## src/rtl/tpat_pkg.sv

```systemverilog
package tpat_pkg;

    localparam int MODE_W = 3;

    typedef enum logic [MODE_W-1:0] {
        MC_LIVE  = 3'b000,
        MC_RAMP  = 3'b010,
        MC_FIXED = 3'b011
    } mode_code_e;

    typedef enum logic [1:0] {
        ST_LIVE  = 2'd0,
        ST_RAMP  = 2'd1,
        ST_FIXED = 2'd2
    } lane_st_e;

endpackage

```

## src/rtl/tpat_cfg_unpack.sv

```systemverilog
module tpat_cfg_unpack
    import tpat_pkg::*;
#(
    parameter int DW = 18,
    parameter int RW = 8,
    parameter int NCH = 2
) (
    input  logic [RW-1:0]        lo_byte,
    input  logic [RW-1:0]        mid_byte,
    input  logic [RW-1:0]        hi_byte,
    output logic [DW-1:0]        pattern,
    output logic [NCH*MODE_W-1:0] modes
);
    localparam int HI_PAT_W = DW - 2*RW;

    assign pattern = {hi_byte[HI_PAT_W-1:0], mid_byte, lo_byte};

    for (genvar c = 0; c < NCH; c++) begin : g_mode
        assign modes[c*MODE_W +: MODE_W] = hi_byte[HI_PAT_W + c*MODE_W +: MODE_W];
    end
endmodule

```

## src/rtl/tpat_lane.sv

```systemverilog
module tpat_lane
    import tpat_pkg::*;
#(
    parameter int DW = 18
) (
    input  logic              clk,
    input  logic              rst_n,
    input  logic              vld,
    input  logic [MODE_W-1:0] mode,
    input  logic [DW-1:0]     live,
    input  logic [DW-1:0]     pat,
    output logic [DW-1:0]     dout
);
    lane_st_e      cur_st;
    lane_st_e      nxt_st;
    logic [DW-1:0] acc_q;
    logic [DW-1:0] ramp_base;
    logic [DW-1:0] word;

    // next state: every state follows the mode field each clock
    always_comb begin
        unique case (mode)
            MC_RAMP:  nxt_st = ST_RAMP;
            MC_FIXED: nxt_st = ST_FIXED;
            default:  nxt_st = ST_LIVE;
        endcase
    end

    // state register
    always_ff @(posedge clk or negedge rst_n) begin
        if (!rst_n) cur_st <= ST_LIVE;
        else        cur_st <= nxt_st;
    end

    // entering RAMP from another state restarts the ramp at zero
    assign ramp_base = (cur_st != ST_RAMP) ? '0 : acc_q;

    always_ff @(posedge clk or negedge rst_n) begin
        if (!rst_n) begin
            acc_q <= '0;
        end else if (nxt_st == ST_RAMP) begin
            acc_q <= vld ? (ramp_base + pat) : ramp_base;
        end
    end

    // output selection
    always_comb begin
        unique case (nxt_st)
            ST_RAMP:  word = ramp_base;
            ST_FIXED: word = pat;
            default:  word = live;
        endcase
    end

    always_ff @(posedge clk or negedge rst_n) begin
        if (!rst_n)   dout <= '0;
        else if (vld) dout <= word;
    end
endmodule

```

## src/rtl/tpat_gen.sv

```systemverilog
module tpat_gen
    import tpat_pkg::*;
#(
    parameter int DW = 18,
    parameter int RW = 8
) (
    input  logic          clk,
    input  logic          rst_n,
    input  logic          smp_vld,
    input  logic [DW-1:0] smp_a,
    input  logic [DW-1:0] smp_b,
    input  logic [RW-1:0] cfg_pat_lo,
    input  logic [RW-1:0] cfg_pat_mid,
    input  logic [RW-1:0] cfg_pat_hi,
    output logic [DW-1:0] out_a,
    output logic [DW-1:0] out_b,
    output logic          out_vld
);
    localparam int NCH = 2;

    logic [DW-1:0]         pattern;
    logic [NCH*MODE_W-1:0] modes;
    logic [DW-1:0]         live_arr [NCH];
    logic [DW-1:0]         dout_arr [NCH];

    tpat_cfg_unpack #(.DW(DW), .RW(RW), .NCH(NCH)) u_cfg (
        .lo_byte  (cfg_pat_lo),
        .mid_byte (cfg_pat_mid),
        .hi_byte  (cfg_pat_hi),
        .pattern  (pattern),
        .modes    (modes)
    );

    assign live_arr[0] = smp_a;
    assign live_arr[1] = smp_b;

    for (genvar c = 0; c < NCH; c++) begin : g_lane
        tpat_lane #(.DW(DW)) u_lane (
            .clk   (clk),
            .rst_n (rst_n),
            .vld   (smp_vld),
            .mode  (modes[c*MODE_W +: MODE_W]),
            .live  (live_arr[c]),
            .pat   (pattern),
            .dout  (dout_arr[c])
        );
    end

    assign out_a = dout_arr[0];
    assign out_b = dout_arr[1];

    always_ff @(posedge clk or negedge rst_n) begin
        if (!rst_n) out_vld <= 1'b0;
        else        out_vld <= smp_vld;
    end
endmodule

```

## config.mk

```make
export PLATFORM = sky130hd
export DESIGN_NAME = tpat_gen
export DESIGN_NICKNAME = d
export VERILOG_FILES = /design/src/rtl/tpat_pkg.sv /design/src/rtl/tpat_cfg_unpack.sv /design/src/rtl/tpat_lane.sv /design/src/rtl/tpat_gen.sv
export SDC_FILE = /design/constraint.sdc
export NUM_CORES = 1
export LEC_CHECK = 0
export ABC_AREA = 1
export BUFFER_PORTS_ARGS = -buffer_cell sky130_fd_sc_hd__buf_2
export CAP_MARGIN = 15
export CORE_UTILIZATION = 62
export CTS_CLUSTER_SIZE = 28
export DETAILED_ROUTE_END_ITERATION = 8
export GPL_TIMING_DRIVEN = 1
export PLACE_DENSITY = 0.86
export SYNTH_ARGS = -nofsm -noshare
export SYNTH_HDL_FRONTEND = slang
export SYNTH_SLANG_ARGS = --single-unit
export TNS_END_PERCENT = 100
```

## constraint.sdc

```tcl
create_clock -name clk -period 6 [get_ports clk]
set_input_delay 1.8 -clock clk [delete_from_list [all_inputs] [get_ports clk]]
set_output_delay 1.8 -clock clk [all_outputs]
set_load 0.01 [all_outputs]
```

After elaboration in Yosys (flattened, before gate mapping)
Cells that the tools add are included.

Bits in registers: 77. Word-level logic and storage cells: 27.

$add $sub $neg: 2. Equal/unequal tests: 10. Multiplexer cells: 8.

Operator list (number): 18-bit 2-to-1 mux (4); 18-bit one-hot mux with 2 select lines (2); 18-bit adder (2); 3-bit by 2-bit equality test with 1-bit output, second input constant (4); 2-bit one-hot mux with 2 select lines (2); 2-bit by 1-bit equality test with 1-bit output, second input constant (2); 2-bit equality test, second input constant (2); 2-bit by 1-bit inequality test with 1-bit output, second input constant (2).

Logic depth before layout (Yosys ltp)
Gate-level depths: netlist of the first run.

Depth in word-level cells: 4. Gate-level depth with buffers: 18.

Hierarchy
Synthesis of the first run repeated with hierarchy kept, for this count alone.

Cell total of the unflattened synthesis: 899. Area total of the unflattened synthesis: 6050.8 um2.

By module, submodules not included: tpat_lane (g_lane[1].u_lane) (times used 1, cells each 439, area each 2930.3 um2, seq. area each 950.9 um2); tpat_lane (g_lane[0].u_lane) (times used 1, cells each 435, area each 2915.3 um2, seq. area each 950.9 um2); tpat_cfg_unpack (times used 1, cells each 24, area each 180.2 um2, seq. area each 0.0 um2); tpat_gen (times used 1, cells each 1, area each 25.0 um2, seq. area each 25.0 um2).

Least setup slack after synthesis of the first run
OpenSTA, ideal clock, no wires.

Kind: input to register. From: input port cfg_pat_hi[3]. To: register g_lane[0].u_lane.dout[12]. Arrival: 3.308 ns. Slack: 2.627 ns. Stages: 10. Buffers on the path: 2. Path through: inv_1 > nor3_1 > inv_1 > ha_1 > clkbuf_1 > clkbuf_1 > a21oi_1 > a21oi_1 > o21ai_0 > nand2_1.

Cells in the longest elaborated chain, start to end: 4.

Ends and longest elaborated chain: start: declaration (RTL line tpat_gen.sv:14) `input logic [RW-1:0] cfg_pat_hi,`; 3-bit by 2-bit equality test with 1-bit output (RTL line tpat_lane.sv:22) `unique case (mode)`; 2-bit one-hot mux with 2 select lines * (RTL line tpat_lane.sv:22); 2-bit equality test / 2-bit by 1-bit equality test with 1-bit output (equally long branches) (RTL line tpat_lane.sv:48) `unique case (nxt_st)`; 18-bit one-hot mux with 2 select lines * (RTL line tpat_lane.sv:48); end signal: assignment (RTL line tpat_lane.sv:57) `else if (vld) dout <= word;`; end: declaration (RTL line tpat_lane.sv:12) `output logic [DW-1:0] dout`.

Every way passes the cells marked *; elsewhere a longest branch is shown, timed or not. A chain may end at the register's enable or synchronous reset.

Worst setup path after layout of the first run
From: input port cfg_pat_hi[7]. To: register g_lane[1].u_lane.dout[1].

Cells in the longest elaborated chain, start to end: 4.

Ends and longest elaborated chain (RTL line): 3-bit by 2-bit equality test with 1-bit output (tpat_lane.sv:22); 2-bit one-hot mux with 2 select lines * (tpat_lane.sv:22); 2-bit equality test / 2-bit by 1-bit equality test with 1-bit output (equally long branches) (tpat_lane.sv:48); 18-bit one-hot mux with 2 select lines * (tpat_lane.sv:48); end signal: assignment (tpat_lane.sv:57); end: declaration (tpat_lane.sv:12).

Marks and branches as above.

==> metrics.txt, run 1 <==
clock latency on the worst-skew pair 0.35 ns; Fin. Hold Viols 0; Root Buffer clkbuf_8; postcts setup bufs 0; status completed; Final Max Slew Viols 0; Num CTS Buffers 9; gr usage total 34.8%; Tcrit/Tclk final 61.9%; Post-DP HPWL roughly 12 mm; syn avg cell area 6.43 um2; layout cells sized above 1 approximately 15%; Final Cell Area approximately 6800 um2; crit path cell chain buf_2, nor3_1, ha_1, inv_1, nor2_1, o221ai_1, nand2_1; Die Width 101 um; I/O pin cnt 100; final setup TNS 0 ns; Pre-antenna DRT Iters 6; Synth area leaders dfrtp_1 32%, nand2_1 19%, a21oi_1 7.4%, ha_1 7.4%, inv_1 6.6%; row cnt 35; most frequent cells after synthesis 301 x nand2_1, 106 x inv_1, 90 x a21oi_1; clock tree sinks between 70 and 80; reg2reg setup slack approximately 3.1 ns; r2r endpoint g_lane[0].u_lane.acc_q[16]$_DFFE_PN0P_; # DRC 0; syn nets ~1000; first-pass GRT wire length about 27 mm; CTS tree built; I/O Buffers 99; Filler cells 866; non-filler instance count after layout 1155; Clock Skews approximately 0.011 ns; slowest CP cell ha_1; Final min period between 3 and 4 ns; vias in the first global route 6044; worst path required time ~6.3 ns; most frequent cell after synthesis nand2_1; critical-path maximum fanout 23; Cells after DPL between 1000 and 1500; Max stage delay on crit path between 0.7 and 0.8 ns; 1st-iter DRT viols about 290; Reg clk slew, reported paths 0.08 ns; share of the synthesized area in the top cell type between 30% and 40%; FF+latch count, synth 77; type of the worst setup path in -> reg; Post-Syn Area roughly 6100 um2; Clock Path Buffers 2; antenna-violating nets left 0; # resized after CTS 0; Post-synth EDFFs 0; vias 6368; asr flop ratio synth between 90% and 100%; CTS H-tree lvls 3; fin util between 70 and 80%; VDD IR max between 0.1 and 0.15 mV; core area 9370 um2; reg2reg start g_lane[0].u_lane.cur_st[1]$_DFF_PN0_; Ys Warns 0; area leader, netlist dfrtp_1; die footprint ~10000 um2; Most used DFF post-synth dfrtp_1; HP Class reg -> reg; largest net degree at the start of global routing a little under 80; Layout Nets 1121; final setup fails 0; GP Congestion about 0.96; Startpoint Class input pin; Post-Route WL ~17 mm; Critical Path Sink g_lane[1].u_lane.dout[1]$_DFFE_PN0P_; LEAKAGE 3.81 nW; Crit. Startpoint cfg_pat_hi[7]; P&R area growth vs syn 12.2%; r2r worst-path depth 14; crit path DAT 4.01 ns; Avg WL per Cell 14.5 um; total grt overflow 0; unrepaired setup endpoints after global routing false; dpl cell area roughly 6600 um2; unique cell type count in the Yosys netlist 30; max_cap viols 0; f_max 269 MHz; Slew @ Worst Pin 0.972 ns; initial antenna violation count 0; CP endpoint kind register; post-synthesis sequential area ratio 31.8%; hold buffers post-CTS 0; Via density 5.51; initial core utilization 64.7%; Rel. slew slack a little over a third; Mapped Cells approximately 940; Power per Cell Area 208 nW/um2; Die Y-Extent between 100 and 150 um; n_diodes 0
sequential cells by signal, indices dropped and copies added (netlist names):
| name | cells |
|---|---|
| g_lane.u_lane.acc_q | 36 |
| out_vld | 1 |
| g_lane.u_lane.dout | 36 |
| g_lane.u_lane.cur_st | 4 |
area by class of cell:
cell class,count,area [um2],share of cell area [%]
clock buffers,11,141,2.08
clock inverters,4,48.8,0.717
inverters,109,409,6.01
multi-input cells,723,3590,52.8
flip-flops and latches,77,1930,28.3
well taps,129,161,2.37
repair buffers,102,520,7.65
worst max-delay path, delay by kind of cell:
family / cells / cell delay, ns
AO/OA/AOI/OAI: 1 / 0.13
adder cells (fa/ha/maj): 1 / 0.76
buffers and inverters: 2 / 0.65
AND/OR/NAND/NOR: 3 / 0.66
cells in the final DEF, fill, tap and decap left out, types with 2 or more instances in the layout:
master,count
a21oi_1,90
a211oi_1,2
o21bai_1,5
o21ai_2,3
inv_1,105
nand4_1,7
clkinv_2,2
nand2_2,16
o22ai_1,6
nor2_2,3
nand3_1,50
dfrtp_1,77
xnor2_1,4
o21ai_0,66
a31oi_1,4
o21a_1,2
nor3_1,14
buf_2,98
ha_1,36
buf_4,4
clkbuf_8,10
nor2_1,85
inv_2,4
o21ai_1,7
nand2_1,301
nor2_4,2
xor2_1,8
nand3_2,6
o221ai_1,3
o211a_1,2
per-layer routing:
metal / share of wire (%) / GRT usage (%) / vias to the layer above
met5: 0 / 0 / -
met4: 1.5 / 12.2 / 0
met3: 7.0 / 7.84 / 33
met2: 48 / 57.8 / 217
met1: 44 / 44.7 / 2905
li1: - / - / 3213
power breakdown:
part | leakage (nW) | internal (mW) | switching (mW) | total (mW)
registers | 0.959 | 0.596 | 0.0413 | 0.637
logic | 2.75 | 0.134 | 0.244 | 0.378
clock network | 0.0992 | 0.201 | 0.199 | 0.400
total | 3.81 | 0.931 | 0.484 | 1.41
how the worst min path moves through the flow:
stage	startpoint	cells after the start	to
final	g_lane[1].u_lane.dout[11]$_DFFE_PN0P_	2	g_lane[1].u_lane.dout[11]$_DFFE_PN0P_
after global routing	g_lane[1].u_lane.dout[11]$_DFFE_PN0P_	2	g_lane[1].u_lane.dout[11]$_DFFE_PN0P_
after CTS	g_lane[1].u_lane.dout[11]$_DFFE_PN0P_	2	g_lane[1].u_lane.dout[11]$_DFFE_PN0P_
after detailed placement	g_lane[1].u_lane.dout[11]$_DFFE_PN0P_	2	g_lane[1].u_lane.dout[11]$_DFFE_PN0P_
after global placement	g_lane[0].u_lane.dout[8]$_DFFE_PN0P_	2	g_lane[0].u_lane.dout[8]$_DFFE_PN0P_
after floorplan	g_lane[0].u_lane.acc_q[10]$_DFFE_PN0P_	2	g_lane[0].u_lane.acc_q[10]$_DFFE_PN0P_
metrics by stage:
stage | setup slack, ns | total power, mW | hold slack (ns)
6_report | 2.28 | 1.41 | 0.477
5_1_grt | 2.09 | 1.50 | 0.490
4_1_cts | 2.32 | 1.42 | 0.479
3_5_place_dp | 1.94 | 1.02 | 0.460
3_3_place_gp | 2.01 | 1.01 | 0.456
2_1_floorplan | 2.63 | 0.885 | 0.449
kinds of logic after synthesis:
group	synth area share [%]
xor gates and xnor gates	1.73
adders and majority gates	7.43
buffers and inverters	8.90
and+or+nand+nor	33.3
DFF	31.8
AOI/OAI and AO/OA	16.8
Power figures use the tool's default switching activity.
==> inputs of run 2 (changes only) <==
Settings changed: ABC_AREA 1 to 0, CORE_UTILIZATION 62 to 57, PLACE_DENSITY 0.86 to 0.8.
Clock period 6 ns to 3.6 ns, I/O delays scaled along.
==> metrics.txt, run 2 <==
status completed (unchanged); storage element area 1930 um2 (unchanged); vias 5222 (was 6368); antenna-violating nets left 0 (unchanged); pre-CTS setup slack 0.353 ns (was 1.94 ns); GP Congestion 0.925 (was 0.960); n_diodes 0 (unchanged); Post-synth EDFFs 0 (unchanged); worst path required time 3.86 ns (was 6.29 ns); commonest non-fill, non-tap cell in the layout buf_2 (was nand2_1); HP Class reg -> reg (unchanged); Post-Syn Area 5770 um2 (was 6060 um2); I/O Buffers 99 (unchanged); Pre-antenna DRT Iters 5 (was 6); layout cells sized above 1 24.1% (was 14.6%); syn nets 750 (was 1042); post-synthesis sequential area ratio 33.4% (was 31.8%); postcts setup bufs 0 (unchanged); Most used DFF post-synth dfrtp_1 (unchanged); Tcrit/Tclk final between 80 and 90%; Clock Path Buffers 2 (unchanged); Reg clk slew, reported paths 0.08 ns (about the same); core area 9770 um2 (was 9370 um2); Final Max Slew Viols 0 (unchanged); asr flop ratio synth 100% (unchanged); Post-Route WL 14.5 mm (was 16.7 mm); area leader, netlist dfrtp_1 (unchanged); Crit path buffers/inverters 0 (was 2); Crit path max-delay family compound AO/OA/AOI/OAI gates (was adder cells); Synth area leaders dfrtp_1 33%, ha_1 7.8%, mux2_2 7.0%, o21ai_0 6.1%, nand2_1 5.4% (was dfrtp_1 32%, nand2_1 19%, a21oi_1 7.4%, ha_1 7.4%, inv_1 6.6%); final setup TNS 0 ns (unchanged); syn avg cell area 8.87 um2 (was 6.43 um2); vias in the first global route 4942 (was 6044); Clock Skews 0.00591 ns (was 0.0111 ns); Max stage delay on crit path 0.45 ns (was 0.76 ns); # resized after CTS 0 (unchanged); Power per Cell Area 369 nW/um2 (was 208 nW/um2); met1 usage 38.6% (was 44.7%); commonest cells after routing, fill and taps aside 98 x buf_2, 83 x nand2_1, 77 x dfrtp_1, 68 x o21ai_0, 37 x a22oi_1 (was 301 x nand2_1, 105 x inv_1, 98 x buf_2, 90 x a21oi_1, 85 x nor2_1); FF+latch count, synth 77 (unchanged); initial antenna violation count 0 (unchanged); Largest regs g_lane.u_lane.acc_q (36), g_lane.u_lane.dout (36), g_lane.u_lane.cur_st (4) (unchanged); share of the synthesized area in the top cell type 33.4% (was 31.8%); clock tree sinks 77 (unchanged); LEAKAGE 3.08 nW (was 3.81 nW); row cnt 36 (was 35); hold buffers post-CTS 0 (unchanged); total grt overflow 0 (unchanged); critical path's most frequent cell ha_1; largest net degree at the start of global routing 78 (unchanged); critical-path maximum fanout 15 (was 23); Mapped Cells 651 (was 943); crit path DAT 3.36 ns (was 4.01 ns); slowest CP cell dfrtp_1 (was ha_1); final worst setup slack 0.504 ns (was 2.28 ns); global-route track usage on met3 4.75% (was 7.84%); max_cap viols 0 (unchanged); CP endpoint kind register (unchanged); multi-input combinational cell area 3630 um2 (was 3590 um2); VDD IR max 0.197 mV (was 0.116 mV); # DRC 0 (unchanged); Num CTS Buffers 9 (unchanged); Root Buffer clkbuf_8 (unchanged); final setup fails 0 (unchanged); I/O pin cnt 100 (unchanged); Die Width 103 um (was 101 um); Slew @ Worst Pin 1.25 ns (was 0.972 ns); GR peak layer met2 (unchanged); GRT met2 Usage 48.6% (was 57.8%); most frequent cells after synthesis 83 x nand2_1, 77 x dfrtp_1, 70 x o21ai_0 (was 301 x nand2_1, 106 x inv_1, 90 x a21oi_1); unique cell type count in the Yosys netlist 67 (was 30); Post-DP HPWL 10.5 mm (was 12.2 mm); hold path cells 1 (was 2); initial core utilization 59.1% (was 64.7%); r2r worst-path depth 10 (was 14); crit path cell chain and2b_1, and2_1, ha_1, ha_1, a31oi_2, o32ai_4, a211oi_4, o211ai_2, or3_1, a32o_1 (was buf_2, nor3_1, ha_1, inv_1, nor2_1, o221ai_1, nand2_1); number of cells on the critical path 10 (was 7); Ys Warns 0 (unchanged); Fin. Hold Viols 0 (unchanged); gr usage total 29.3% (was 34.8%); Die Y-Extent 103 um (was 101 um); die footprint 10500 um2 (was 10200 um2); Final min period between 3 and 4 ns; f_max between 300 and 400 MHz; unrepaired setup endpoints after global routing false (unchanged); Via density 6.03 (was 5.51); Filler cells 829 (was 866); P&R area growth vs syn 14.0% (was 12.2%); first-pass GRT wire length 23.7 mm (was 27.5 mm); 1st-iter DRT viols 245 (was 291); CTS H-tree lvls 3 (unchanged); Layout Nets 828 (was 1121); Startpoint Class register (was input pin); Avg WL per Cell 16.7 um (was 14.5 um); type of the worst setup path reg -> reg (was in -> reg); CTS tree built (unchanged); Rel. slew slack 16.0% (was 35.2%); clock latency on the worst-skew pair 0.37 ns (was 0.35 ns); most frequent cell after synthesis nand2_1 (unchanged)
run 2: worst paths after layout:
kind | slack, ns | start | end
worst max-delay path | 0.50 | g_lane[0].u_lane.cur_st[0]$_DFF_PN0_ | g_lane[0].u_lane.acc_q[12]$_DFFE_PN0P_
worst min-delay path | 0.50 | g_lane[1].u_lane.dout[15]$_DFFE_PN0P_ | g_lane[1].u_lane.dout[15]$_DFFE_PN0P_
worst max register to register | 0.50 | g_lane[0].u_lane.cur_st[0]$_DFF_PN0_ | g_lane[0].u_lane.acc_q[12]$_DFFE_PN0P_
worst min register to register | 0.50 | g_lane[1].u_lane.dout[15]$_DFFE_PN0P_ | g_lane[1].u_lane.dout[15]$_DFFE_PN0P_
max in group asynchronous | 2.10 | rst_n | g_lane[0].u_lane.acc_q[15]$_DFFE_PN0P_
min in group asynchronous | 0.86 | rst_n | g_lane[1].u_lane.dout[1]$_DFFE_PN0P_
run 2: layout make-up:
type | instances | share of cell area [%]
sequential | 77 | 29.3
timing repair buffer | 110 | 8.82
clock buffer | 12 | 2.51
inverter | 12 | 0.685
clock inverter | 3 | 1.03
tap | 133 | 2.53
multi-input combinational | 519 | 55.1
run 2: stage by stage:
stage	instances	cell area [um2]	hold WS (ns)	total power, mW	utilization (%)
detailed placement	850	6340	0.490	1.65	64.9
finish	866	6580	0.504	2.43	67.3
global placement	850	6340	0.478	1.63	64.9
CTS	865	6570	0.508	2.43	67.2
floorplan	651	5770	0.460	1.45	-
global route	866	6580	0.522	2.55	67.3
run 2: report_power, final:
group          internal [mW]  switching (mW)  total [mW]
clock network          0.444           0.341       0.785
registers              0.987          0.0886        1.08
logic                  0.255           0.310       0.565
total                   1.69           0.740        2.43
run 2: logic make-up after synthesis:
logic type,synth area share [%]
compound gates,25.5
simple gates,16.8
flops,33.4
buf+inv,3.77
mux,7.37
fa+ha+maj,8.15
xor+xnor,4.98
run 2: metal layers:
metal,up-vias,wire (um)
li1,2524,-
met1,2506,6490
met2,165,6870
met3,27,855
met4,0,280
met5,-,0
run 2: worst register-to-register path, stage by stage (launching register included):
cell and delay [ns]:
dfrtp_1 0.45, and2b_1 0.37, and2_1 0.26, ha_1 0.23, ha_1 0.21, a31oi_2 0.26
o32ai_4 0.14, a211oi_4 0.33, o211ai_2 0.16, or3_1 0.32, a32o_1 0.26
